[config.mk]
export PLATFORM = sky130hd
export DESIGN_NAME = pwm_gate_ctrl
export DESIGN_NICKNAME = d
export VERILOG_FILES = /design/src/rtl/pwm_gate_pkg.sv /design/src/rtl/pwm_sync_bank.sv /design/src/rtl/pwm_osc_div.sv /design/src/rtl/pwm_override_latch.sv /design/src/rtl/pwm_gate_ctrl.sv
export SDC_FILE = /design/constraint.sdc
export NUM_CORES = 1
export LEC_CHECK = 0
export ABC_CLOCK_PERIOD_IN_PS = 2600
export BUFFER_PORTS_ARGS = -buffer_cell sky130_fd_sc_hd__clkbuf_2
export CAP_MARGIN = 5
export CORE_MARGIN = 4
export CORE_UTILIZATION = 29
export DETAILED_ROUTE_END_ITERATION = 12
export GPL_TIMING_DRIVEN = 1
export PLACE_DENSITY = 0.48
export SLEW_MARGIN = 20
export SYNTH_ARGS = -nofsm -noshare
export SYNTH_HDL_FRONTEND = slang
export SYNTH_HIERARCHICAL = 1
export SYNTH_SLANG_ARGS = --single-unit
[constraint.sdc]
create_clock -name clk -period 2.6 [get_ports clk]
set_clock_uncertainty 0.05 [all_clocks]
set_input_delay 0 -clock clk [delete_from_list [all_inputs] [get_ports clk]]
set_output_delay 0 -clock clk [all_outputs]
set_load 0.01 [all_outputs]
[src/rtl/pwm_gate_pkg.sv]
package pwm_gate_pkg;

    // Synchroniser bank layout
    localparam int unsigned SYNC_W   = 6;
    localparam int unsigned IDX_OSC  = 5;
    localparam int unsigned IDX_CM   = 4;
    localparam int unsigned IDX_ILIM = 3;
    localparam int unsigned IDX_UV   = 2;
    localparam int unsigned IDX_SHDN = 1;
    localparam int unsigned IDX_REARM = 0;

    // Safe idle values: undervoltage asserted, override pins released
    localparam logic [SYNC_W-1:0] SYNC_IDLE = 6'b000111;

    typedef struct packed {
        logic phase;
        logic osc_prev;
    } div_state_t;

    typedef struct packed {
        logic off_latched;
    } ovr_state_t;

    typedef struct packed {
        logic pwm;
    } core_state_t;

endpackage

[src/rtl/pwm_sync_bank.sv]
module pwm_sync_bank #(
    parameter int unsigned     WIDTH   = 6,
    parameter int unsigned     STAGES  = 2,
    parameter logic [WIDTH-1:0] RST_VAL = '0
) (
    input  logic             clk,
    input  logic             rst_n,
    input  logic [WIDTH-1:0] async_i,
    output logic [WIDTH-1:0] sync_o
);

    logic [STAGES-1:0][WIDTH-1:0] stage_d, stage_q;

    always_comb begin
        stage_d[0] = async_i;
        for (int i = 1; i < STAGES; i++) begin
            stage_d[i] = stage_q[i-1];
        end
    end

    always_ff @(posedge clk or negedge rst_n) begin
        if (!rst_n) begin
            stage_q <= {STAGES{RST_VAL}};
        end else begin
            stage_q <= stage_d;
        end
    end

    assign sync_o = stage_q[STAGES-1];

endmodule

[src/rtl/pwm_osc_div.sv]
module pwm_osc_div
    import pwm_gate_pkg::*;
(
    input  logic clk,
    input  logic rst_n,
    input  logic osc_i,
    output logic phase_o,
    output logic start_o,
    output logic stop_o
);

    div_state_t state_d, state_q;
    logic       rise;

    always_comb begin
        rise           = osc_i & ~state_q.osc_prev;
        state_d        = state_q;
        state_d.osc_prev = osc_i;
        state_d.phase  = state_q.phase ^ rise;
        start_o        = rise & ~state_q.phase;
        stop_o         = rise & state_q.phase;
    end

    always_ff @(posedge clk or negedge rst_n) begin
        if (!rst_n) begin
            state_q <= '0;
        end else begin
            state_q <= state_d;
        end
    end

    assign phase_o = state_q.phase;

endmodule

[src/rtl/pwm_override_latch.sv]
module pwm_override_latch
    import pwm_gate_pkg::*;
(
    input  logic clk,
    input  logic rst_n,
    input  logic shdn_n_i,
    input  logic rearm_n_i,
    output logic latched_o
);

    ovr_state_t state_d, state_q;

    always_comb begin
        state_d = state_q;
        if (!shdn_n_i && !rearm_n_i) begin
            state_d.off_latched = 1'b1;
        end else if (rearm_n_i) begin
            state_d.off_latched = 1'b0;
        end
    end

    always_ff @(posedge clk or negedge rst_n) begin
        if (!rst_n) begin
            state_q <= '0;
        end else begin
            state_q <= state_d;
        end
    end

    assign latched_o = state_q.off_latched;

endmodule

[src/rtl/pwm_gate_ctrl.sv]
module pwm_gate_ctrl
    import pwm_gate_pkg::*;
#(
    parameter int unsigned SYNC_STAGES = 2
) (
    input  logic clk,
    input  logic rst_n,
    input  logic osc_in,
    input  logic cm_trip,
    input  logic ilim_trip,
    input  logic uv_low,
    input  logic shdn_n,
    input  logic rearm_n,
    output logic gate_en
);

    logic [SYNC_W-1:0] raw_vec, syn_vec;
    logic osc_s, cm_s, ilim_s, uv_s, shdn_n_s, rearm_n_s;
    logic phase, period_start, window_end;
    logic off_latched, blocked;

    core_state_t core_d, core_q;

    always_comb begin
        raw_vec            = '0;
        raw_vec[IDX_OSC]   = osc_in;
        raw_vec[IDX_CM]    = cm_trip;
        raw_vec[IDX_ILIM]  = ilim_trip;
        raw_vec[IDX_UV]    = uv_low;
        raw_vec[IDX_SHDN]  = shdn_n;
        raw_vec[IDX_REARM] = rearm_n;
    end

    pwm_sync_bank #(
        .WIDTH  (SYNC_W),
        .STAGES (SYNC_STAGES),
        .RST_VAL(SYNC_IDLE)
    ) u_sync (
        .clk    (clk),
        .rst_n  (rst_n),
        .async_i(raw_vec),
        .sync_o (syn_vec)
    );

    assign osc_s     = syn_vec[IDX_OSC];
    assign cm_s      = syn_vec[IDX_CM];
    assign ilim_s    = syn_vec[IDX_ILIM];
    assign uv_s      = syn_vec[IDX_UV];
    assign shdn_n_s  = syn_vec[IDX_SHDN];
    assign rearm_n_s = syn_vec[IDX_REARM];

    pwm_osc_div u_div (
        .clk    (clk),
        .rst_n  (rst_n),
        .osc_i  (osc_s),
        .phase_o(phase),
        .start_o(period_start),
        .stop_o (window_end)
    );

    pwm_override_latch u_ovr (
        .clk      (clk),
        .rst_n    (rst_n),
        .shdn_n_i (shdn_n_s),
        .rearm_n_i(rearm_n_s),
        .latched_o(off_latched)
    );

    // Reset of the PWM latch dominates its set input
    always_comb begin
        blocked = uv_s | ~shdn_n_s | off_latched;
        core_d  = core_q;
        if (blocked || cm_s || ilim_s) begin
            core_d.pwm = 1'b0;
        end else if (period_start) begin
            core_d.pwm = 1'b1;
        end else if (window_end) begin
            core_d.pwm = 1'b0;
        end
    end

    always_ff @(posedge clk or negedge rst_n) begin
        if (!rst_n) begin
            core_q <= '0;
        end else begin
            core_q <= core_d;
        end
    end

    assign gate_en = core_q.pwm;

endmodule

# [Yosys cells after proc, flatten, opt, wreduce, memory -nomap -nowiden]
# Cells that the tools add are included.
[totals] input_bits=8 output_inout_bits=1 ff_bits=16 elab_cells=27
[op_classes] muxes=5 reduce_logical=7 n_bitwise=9
[op_table] cell="1-bit 2-to-1 mux" count=5
[op_table] cell="1-bit AND" count=3
[op_table] cell="1-bit NOT" count=3
[op_table] cell="3-bit nonzero test" count=1
[op_table] cell="1-bit zero test" count=2
[op_table] cell="1-bit logical OR" count=2
[op_table] cell="1-bit bitwise OR" count=2
[op_table] cell="2-bit nonzero test" count=1
[op_table] cell="1-bit logical AND" count=1
[op_table] cell="1-bit XOR" count=1

# [Longest topological paths before layout]
# Gate-level depths: netlist (run 1).
[logic_depth] word_depth=6 ltp_mapped=4

# [By module]
# The synthesis (run 1) kept the hierarchy.
[modules_own_cells] module="pwm_sync_bank" cells_per_inst=12 area_per_inst_um2=307.8 seq_area_each_um2=307.8 instances=1
[modules_own_cells] module="pwm_osc_div" cells_per_inst=7 area_per_inst_um2=96.3 seq_area_each_um2=50.0 instances=1
[modules_own_cells] module="pwm_gate_ctrl" cells_per_inst=5 area_per_inst_um2=50.0 seq_area_each_um2=25.0 instances=1
[modules_own_cells] module="pwm_override_latch" cells_per_inst=3 area_per_inst_um2=37.5 seq_area_each_um2=25.0 instances=1

# [Least setup slack after synthesis (run 1)]
# Ideal clock, no wire load.
[synth_timing] path_kind="reg-to-reg" start="register u_sync.stage_q (netlist bit u_sync/sync_o[5])" end="register core_q, in the netlist gate_en" stages_incl_launch_ff=4 arrival_time_ns=0.861 synth_period_minus_slack_ns=1.032 slack_ns=1.568 cell_sequence="dfrtp_1 -> nor2b_4 -> ha_1 -> o2111a_1"
[synth_via] elab_chain_cells=4
[synth_rtl] item="from (decl)" line="pwm_sync_bank.sv:12" source="logic [STAGES-1:0][WIDTH-1:0] stage_d, stage_q;"
[synth_rtl] item="from (signal assigned)" line="pwm_sync_bank.sv:23" source="stage_q <= {STAGES{RST_VAL}};"
[synth_rtl] item="from (signal assigned)" line="pwm_sync_bank.sv:25" source="stage_q <= stage_d;"
[synth_rtl] item="1-bit AND *" line="pwm_osc_div.sv:16" source="rise = osc_i & ~state_q.osc_prev;"
[synth_rtl] item="1-bit AND *" line="pwm_osc_div.sv:20" source="start_o = rise & ~state_q.phase;"
[synth_rtl] item="via period_start" line="pwm_gate_ctrl.sv:19" source="logic phase, period_start, window_end;"
[synth_rtl] item="1-bit 2-to-1 mux" line="pwm_gate_ctrl.sv:75" source="end else if (period_start) begin"
[synth_rtl] item="1-bit 2-to-1 mux" line="pwm_gate_ctrl.sv:73" source="if (blocked || cm_s || ilim_s) begin"
[synth_rtl] item="to (signal assigned)" line="pwm_gate_ctrl.sv:86" source="core_q <= core_d;"
[synth_rtl] item="to (decl)" line="pwm_gate_ctrl.sv:22" source="core_state_t core_d, core_q;"
# Mark *: on every way through the listed nets, which the timed path passes. The rest lies on a longest branch.
# A chain may end at the register's enable or synchronous reset.

# [Worst setup path after layout (run 1)]
[layout_timing] start="register u_div/state_q[0] (netlist name)" end="register core_q, in the netlist gate_en"
[layout_rtl] item="from (decl)" line="pwm_osc_div.sv:12" source="div_state_t state_d, state_q;"
[layout_rtl] item="from (signal assigned)" line="pwm_osc_div.sv:28" source="state_q <= state_d;"
[layout_rtl] item="1-bit NOT" line="pwm_osc_div.sv:16"
[layout_rtl] item="1-bit AND" line="pwm_osc_div.sv:16"
[layout_rtl] item="1-bit AND" line="pwm_osc_div.sv:21" source="stop_o = rise & state_q.phase;"
[layout_rtl] item="via window_end" line="pwm_gate_ctrl.sv:19"
[layout_rtl] item="3-bit nonzero test (no source line)"
# The timed path passes the listed nets, and every way through them passes these cells.

==> results.py, run 1 <==
metrics = {
    "critical_path": {
        "critPathKind": "flip-flop to flip-flop",
        "required_ns": 2.72,
        "critPathArrivalTime_ns": 1.22,
        "slowest_delay_ns": 0.41,
        "crit_path_max_fanout": 2,
        "start_kind": "flip-flop",
        "crit_chain": "nor2b_4 > ha_1 > nor2b_1 > o2111a_1",
        "critPathTopFamily": "flip-flops",
        "end_kind": "flip-flop",
        "critPathBufInv": 0,
        "crit_slowest_cell": "dfrtp_1",
    },
    "yosys": {
        "yosysTopAreaCell": "dfrtp_1",
        "syn_inst": 27,
        "synth_most_common_cell": "dfrtp_1",
        "yosys-top-cells-count": "dfrtp_1 (10), dfstp_2 (6), inv_1 (3)",
        "avgSynthCellArea_um2": 18.2,
        "synth_fp_nets": 37,
        "synth_seq_cells": 16,
        "synth_edf_count": 0,
        "synth-main-ff-cell": "dfrtp_1",
        "synth_area_leaders": "dfrtp_1 (51%), dfstp_2 (32%), ha_1 (5.1%)",
        "ys_types": 9,
        "async_flop_share": 1.00,
        "synthDominantCellAreaShare": 0.509,
        "synth.yosys.seq_area_share": 0.830,
        "synth.cell_area_um2": 492,
        "yosysWarningCount": 6,
    },
    "layout": {
        "syn2layout_area_growth_pct": 33.8,
        "drive_above_1_share": 0.435,
        "final_cell_area_um2": 658,
        "n_antenna_cell": 0,
        "layout.nets": 57,
        "fin_util": 0.422,
    },
    "route": {
        "ant_nets": 0,
        "drc": 0,
        "drt_iter0_drc": 1,
        "vias_per_cell": 4.11,
        "dr_total_vias": 255,
        "routed_wl_um": 609,
        "post_drt_wl_per_cell_um": 9.82,
        "dr.pass1.iters": 2,
    },
    "sta": {
        "slew_headroom": 0.758,
        "min_period_over_period": 0.422,
        "fmax_mhz": 912,
        "setup_slack_ns": 1.50,
        "rsz0062_at_grt": "no",
        "tns_ns": 0,
        "setup_violations": 0,
        "tightest_slew_ns": 0.363,
        "period_needed_ns": 1.10,
        "final_hold_viol_count": 0,
        "hold-worst-slack_ns": 0.0991,
        "drv_slew": 0,
    },
    "global_route": {
        "first_global_vias": 288,
        "grt_overflow": 0,
        "grt_pass1_wl_um": 1200,
        "grt_max_degree": 17,
        "antenna_found_initial": 0,
        "grt.total_usage": 0.0700,
    },
    "placed_design": {
        "dpl.hpwl_um": 446,
        "port_buffers": 8,
        "place.gp.congestion": 0.615,
        "dpl-instance-area_um2": 552,
        "post-place-ws_ns": 1.52,
    },
    "floorplanning": {
        "placementRows": 14,
        "io_pins": 9,
        "start_util": 0.315,
        "die_h_um": 49.2,
        "die_w_um": 49.2,
        "die_area_um2": 2420,
        "coreArea_um2": 1560,
    },
    "cts": {
        "cts_max_path_buffers": 2,
        "insertion_delay_ns": 0.28,
        "clk_pin_slew_worst_paths_ns": 0.09,
        "cts_made_buffers": 3,
        "cts_sinks": 16,
        "cts_tree": "built",
        "htreeDepth": 1,
        "cts-root-buf": "clkbuf_4",
    },
    "flow_run": {
        "drv_cap": 0,
    },
    "hold_path": {
        "min_path_type": "input pin to asynchronous set/reset pin",
    },
    "pwr": {
        "p_leak_nw": 0.324,
        "powerDensity_nw_per_um2": 718,
        "ir_drop_mv": 0.317,
    },
    "status": {
        "status": "finished clean",
    },
}
worst reg2reg max path, stage by stage (launching register included):
cell and delay, ns:
dfrtp_1 0.41, nor2b_4 0.13, ha_1 0.15, nor2b_1 0.04
o2111a_1 0.22
cell type report:
type	count	area, um2
multi-input cells	8	72.6
inverters	3	11.3
fillers	144	901
repair buffers	15	110
well taps	16	20.0
flip-flops and latches	16	408
clock buffers	4	36.3
cells in the final DEF (no fill, tap or decap), types with 2 or more instances in the layout:
cell           count
clkbuf_2           8
clkbuf_4           3
dfrtp_1           10
dfstp_2            6
dlygate4sd3_1      7
ha_1               2
inv_1              3
nor2_1             2
worst paths after layout:
kind                               startpoint                  to  slack, ns  depth (start not counted)
setup reg to reg             u_div/state_q[0]             gate_en       1.50                          4
setup / recovery             u_div/state_q[0]             gate_en       1.50                          4
max in group asynchronous               rst_n    u_sync/sync_o[0]       2.09                          2
hold reg to reg            u_sync/stage_d[11]    u_sync/sync_o[5]       0.30                          0
min in group clk                       shdn_n   u_sync/stage_d[7]       0.29                          2
hold / removal                          rst_n  u_sync/stage_d[11]        0.1                          2
stage by stage:
step                      std cells  total power, mW
after floorplan                  27            0.298
after global placement           51            0.311
after detailed placement         51            0.315
after CTS                        62            0.482
after global routing             62            0.502
final                            62            0.473
state kept, by name (all words and copies together) (netlist names):
signal,count
u_ovr/latched_o,1
u_div/phase_o,1
u_div/state_q,1
gate_en,1
u_sync/sync_o,6
u_sync/stage_d,6
power by group:
part	total (mW)	switching, mW	internal [mW]
combinational	0.0350	0.0161	0.0189
clock	0.156	0.0711	0.0851
sequential	0.281	0.00942	0.272
layer usage:
layer / global-route usage / part of all wire / vias up
met5: 0 / 0 / -
met4: 0.0853 / 0.0066 / 0
met3: 0.0214 / 0.064 / 2
met2: 0.0960 / 0.52 / 8
met1: 0.0778 / 0.41 / 123
li1: - / - / 122
logic make-up (layout without fill, tap and decap cells):
logic type               count (synthesis)  after routing  share of synthesized area
flip-flops                              16             16                      0.830
AND/OR/NAND/NOR                          4              4                     0.0560
buffers and inverters                    3             22                     0.0229
adder cells (fa/ha/maj)                  2              2                     0.0509
AO/OA/AOI/OAI                            2              2                     0.0407
repair_timing:
action	4_1_cts	5_1_grt
buffers inserted	0	0
resized for setup	0	0
hold buffers	7	0
setup endpoints to repair	0	0
hold endpoints to repair	22	0
No activity file was read; power rests on OpenSTA's default activity.
==> run 2, diff against run 1 <==
- ABC_AREA: default -> 1
- ABC_CLOCK_PERIOD_IN_PS: 2600 -> 1100
- clock period: 2.6 -> 1.1 ns (I/O delays scaled with it)
==> results.py, run 2 <==
metrics = {
    "sta": {
        "min_period_over_period": 0.964,
        "setup_violations": 0,
        "tns_ns": 0,
        "final_hold_viol_count": 0,
        "rsz0062_at_grt": "yes",
        "fmax_mhz": 943,
        "slew_headroom": 0.749,
        "drv_slew": 0,
        "hold-worst-slack_ns": 0.117,
        "tightest_slew_ns": 0.376,
        "period_needed_ns": 1.06,
        "setup_slack_ns": 0.0395,
    },
    "yosys": {
        "synth_top_family_by_area": "simple AND/OR/NAND/NOR gates",
        "synth_most_common_cell": "dfrtp_1",
        "synth-main-ff-cell": "dfrtp_1",
        "synth_fa_ha_area_frac": 0.0500,
        "yosysTopAreaCell": "dfrtp_1",
        "syn_inst": 32,
        "synth_mux_area_frac": 0,
        "yosys-top-cells-count": "dfrtp_1 (10), inv_1 (7), dfstp_2 (6)",
        "yosysWarningCount": 6,
        "synth.cell_area_um2": 500,
        "async_flop_share": 1.00,
        "synth_edf_count": 0,
        "synthDominantCellAreaShare": 0.500,
        "synthXorXnorAreaFrac": 0,
        "synth_area_leaders": "dfrtp_1 (50%), dfstp_2 (32%), inv_1 (5.3%)",
        "synth.yosys.seq_area_share": 0.815,
        "avgSynthCellArea_um2": 15.6,
        "yosys.area_share.simple": 0.0550,
        "synth_fp_nets": 42,
        "synth_seq_cells": 16,
        "synth_compound_area_frac": 0.0275,
        "ys_types": 9,
    },
    "global_route": {
        "grt.total_usage": 0.0651,
        "antenna_found_initial": 0,
        "grt_max_degree": 17,
        "first_global_vias": 315,
        "grt_overflow": 0,
        "grt_pass1_wl_um": 1190,
    },
    "pwr": {
        "p_leak_nw": 0.331,
        "powerDensity_nw_per_um2": 1630,
        "total_power_mw": 1.15,
        "ir_drop_mv": 0.809,
    },
    "critical_path": {
        "crit_slowest_cell": "dfrtp_1",
        "start_kind": "flip-flop",
        "critPathArrivalTime_ns": 1.19,
        "r2r_start": "u_sync/sync_o[5]",
        "ff2ff_path_depth": 6,
        "crit_cells": 6,
        "crit_start": "u_sync/sync_o[5]",
        "critPathKind": "flip-flop to flip-flop",
        "critPathBufInv": 2,
        "crit_chain": "inv_2 > nor2_4 > buf_4 > ha_4 > a21oi_2 > nor2_1",
        "crit_path_max_fanout": 2,
        "end_kind": "flip-flop",
        "critPathTopFamily": "flip-flops",
        "required_ns": 1.23,
        "slowest_delay_ns": 0.39,
    },
    "cts": {
        "cts_sinks": 16,
        "cts-root-buf": "clkbuf_4",
        "clk_pin_slew_worst_paths_ns": 0.09,
        "cts_made_buffers": 3,
        "cts_tree": "built",
        "htreeDepth": 1,
        "insertion_delay_ns": 0.27,
        "cts_max_path_buffers": 2,
    },
    "flow_run": {
        "drv_cap": 0,
    },
    "placed_design": {
        "place_inst": 56,
        "dpl-instance-area_um2": 561,
        "dpl.hpwl_um": 435,
        "post-place-ws_ns": 0.0729,
        "place.gp.congestion": 0.627,
        "port_buffers": 8,
    },
    "floorplanning": {
        "die_w_um": 49.5,
        "die_area_um2": 2450,
        "io_pins": 9,
        "die_h_um": 49.5,
        "coreArea_um2": 1580,
        "start_util": 0.317,
        "placementRows": 14,
    },
    "layout": {
        "drive_above_1_share": 0.528,
        "syn2layout_area_growth_pct": 41.0,
        "fin_util": 0.448,
        "final_cells": 69,
        "final_cell_area_um2": 706,
        "layout_commonest_cell": "dfrtp_1",
        "layout_common_cells": "dfrtp_1 (10), clkbuf_2 (8), dlygate4sd3_1 (7)",
        "n_antenna_cell": 0,
        "layout.nets": 64,
    },
    "route": {
        "drc": 0,
        "post_drt_wl_per_cell_um": 9.68,
        "drt_iter0_drc": 0,
        "routed_wl_um": 668,
        "vias_per_cell": 4.07,
        "ant_nets": 0,
        "dr.pass1.iters": 1,
        "dr_total_vias": 281,
    },
    "status": {
        "status": "finished clean",
    },
    "hold_path": {
        "min_path_type": "input pin to asynchronous set/reset pin",
    },
}
==> run 2: cell types whose count changed after synthesis <==
| cell | delta |
|---|---|
| nor2_2 | +3 |
| nor2b_4 | -1 |
| a21oi_1 | +1 |
| nand3_1 | +1 |
| o2111a_1 | -1 |
| nor2_1 | -1 |
| nor2b_1 | -1 |
| inv_1 | +4 |
==> run 2: report_power, final <==
part	internal (mW)	switching, mW	total, mW
logic	0.0617	0.0584	0.120
registers	0.643	0.0229	0.666
clock network	0.201	0.166	0.367
==> run 2: logic make-up (layout without fill, tap and decap cells) <==
logic type      after synthesis  after routing
buf+inv                       7             28
fa+ha+maj                     2              2
flops                        16             16
simple gates                  5              5
compound gates                2              2
==> run 2: routing by layer <==
metal	GRT usage	up-vias	wire, um	share of wire
li1	-	135	-	-
met1	0.0593	135	230	0.34
met2	0.115	11	382	0.57
met3	0.0301	0	55	0.082
met4	0.0415	0	0	0
met5	0	-	0	0
==> run 2: worst paths after layout <==
check,end,slack [ns]
worst max-delay path,gate_en,0.04
worst min-delay path,u_div/phase_o,0.12
worst max register to register,gate_en,0.04
worst min register to register,u_sync/sync_o[3],0.30
max in group asynchronous,u_sync/stage_d[6],0.57
min in group clk,u_sync/stage_d[8],0.30
==> run 2: repair_timing <==
| action | 4_1_cts | 5_1_grt |
|---|---|---|
| endpoints found under the hold margin | 22 | 0 |
| endpoints found under the setup margin | 0 | 1 |
| setup buffers | 0 | 2 |
| gates resized for setup | 0 | 6 |
| hold buffers | 7 | 0 |
==> run 2: layout make-up <==
| cell class | instances | area, um2 |
|---|---|---|
| Timing Repair Buffer | 17 | 125 |
| Multi-Input combinational cell | 9 | 90.1 |
| Tap cell | 16 | 20.0 |
| Fill cell | 150 | 871 |
| Sequential cell | 16 | 408 |
| Inverter | 7 | 26.3 |
| Clock buffer | 4 | 36.3 |
==> run 3, diff against run 2 <==
- ABC_AREA: 1 -> default
==> results.py, run 3 (synthesis gave the netlist of run 1 again) <==
metrics = {
    "status": {
        "status": "finished clean",
    },
    "critical_path": {
        "r2r_start": "u_sync/sync_o[5]",
        "required_ns": 1.27,
        "r2r_setup_slack_ns": 0.02,
        "critPathKind": "flip-flop to flip-flop",
        "ff2ff_path_depth": 4,
        "r2r-end": "gate_en",
        "critPathArrivalTime_ns": 1.24,
        "start_kind": "flip-flop",
        "end_kind": "flip-flop",
        "crit_path_max_fanout": 2,
    },
    "sta": {
        "tightest_slew_ns": 0.370,
        "setup_violations": 0,
        "fmax_mhz": 930,
        "rsz0062_at_grt": "yes",
        "min_period_over_period": 0.978,
        "slew_headroom": 0.753,
        "final_hold_viol_count": 0,
        "period_needed_ns": 1.08,
        "drv_slew": 0,
    },
    "pwr": {
        "p_leak_nw": 0.322,
        "total_power_mw": 1.12,
        "ir_drop_mv": 0.769,
        "powerDensity_nw_per_um2": 1690,
    },
    "placed_design": {
        "port_buffers": 8,
        "place_inst": 51,
        "place.gp.congestion": 0.617,
    },
    "route": {
        "routed_wl_um": 639,
        "drt_iter0_drc": 0,
        "drc": 0,
        "post_drt_wl_per_cell_um": 10.3,
        "vias_per_cell": 4.02,
        "dr_total_vias": 249,
        "ant_nets": 0,
        "dr.pass1.iters": 1,
    },
    "cts": {
        "insertion_delay_ns": 0.28,
        "cts-root-buf": "clkbuf_4",
        "htreeDepth": 1,
        "cts_sinks": 16,
        "cts_max_path_buffers": 2,
        "cts_made_buffers": 3,
        "post_cts_buffers": 0,
        "cts_tree": "built",
        "clk_pin_slew_worst_paths_ns": 0.09,
    },
    "layout": {
        "layout_commonest_cell": "dfrtp_1",
        "drive_above_1_share": 0.457,
        "syn2layout_area_growth_pct": 34.4,
        "layout_common_cells": "dfrtp_1 (10), clkbuf_2 (8), dlygate4sd3_1 (7)",
        "layout.nets": 57,
        "final_cells": 62,
        "n_antenna_cell": 0,
    },
    "floorplanning": {
        "placementRows": 14,
        "die_h_um": 49.2,
        "io_pins": 9,
        "start_util": 0.315,
        "die_w_um": 49.2,
        "die_area_um2": 2420,
        "coreArea_um2": 1560,
    },
    "global_route": {
        "first_global_vias": 277,
        "grt_overflow": 0,
        "grt_max_degree": 17,
        "grt.total_usage": 0.0658,
        "grt_pass1_wl_um": 1150,
        "antenna_found_initial": 0,
    },
    "hold_path": {
        "min_path_type": "input pin to asynchronous set/reset pin",
    },
    "flow_run": {
        "drv_cap": 0,
    },
}
[run 3: what timing repair did]
| item | CTS | global route |
|---|---|---|
| endpoints found under the hold margin | 22 | 0 |
| gates resized for setup | 1 | 0 |
| pin swaps | 0 | 0 |
| endpoints found under the setup margin | 1 | 1 |
| hold buffers | 7 | 0 |
[run 3: power breakdown]
group          switching, mW  leakage [nW]  internal, mW
logic                 0.0380         0.118        0.0455
registers             0.0207         0.183         0.643
clock network          0.171        0.0210         0.201
[run 3: worst max-delay path by stage]
stage / cells after the start / to / slack [ns] / startpoint
2_1_floorplan: 3 / gate_en / 0.07 / u_sync/sync_o[5]
3_3_place_gp: 3 / gate_en / 0.04 / u_sync/sync_o[5]
3_5_place_dp: 3 / gate_en / 0.02 / u_sync/sync_o[5]
4_1_cts: 4 / gate_en / 0.0007 / u_sync/sync_o[5]
5_1_grt: 4 / gate_en / -0.04 / u_sync/sync_o[5]
6_report: 4 / gate_en / 0.02 / u_sync/sync_o[5]
[run 3: cell type report]
type / instances / area [um2]
clock buffer: 4 / 36.3
timing repair buffer: 15 / 110
fill: 143 / 898
tap: 16 / 20.0
sequential: 16 / 408
inverter: 3 / 11.3
multi-input combinational: 8 / 75.1
[run 3: metal layers]
| metal | routed length (um) | vias up | track usage |
|---|---|---|---|
| li1 | - | 123 | - |
| met1 | 245 | 116 | 0.0749 |
| met2 | 338 | 8 | 0.0982 |
| met3 | 48 | 2 | 0.0214 |
| met4 | 6 | 0 | 0.0569 |
| met5 | 0 | - | 0 |
[run 3: metrics by stage]
stage	hold slack (ns)	setup WS (ns)	utilization	instance area [um2]	TNS, ns
after global placement	-0.127	0.0436	0.354	552	0
after detailed placement	-0.114	0.0178	0.354	552	0
after CTS	0.113	0.000665	0.424	661	0
after floorplan	-0.346	0.0677	-	492	0
after global routing	0.128	-0.0412	0.424	661	-0.0412
final	0.103	0.0243	0.424	661	0
[run 3: critical path: stages, from the launching register on]
cell and delay [ns]:
dfrtp_1 0.39, nor2b_4 0.13, ha_1 0.17, nor2b_1 0.11, o2111a_1 0.17
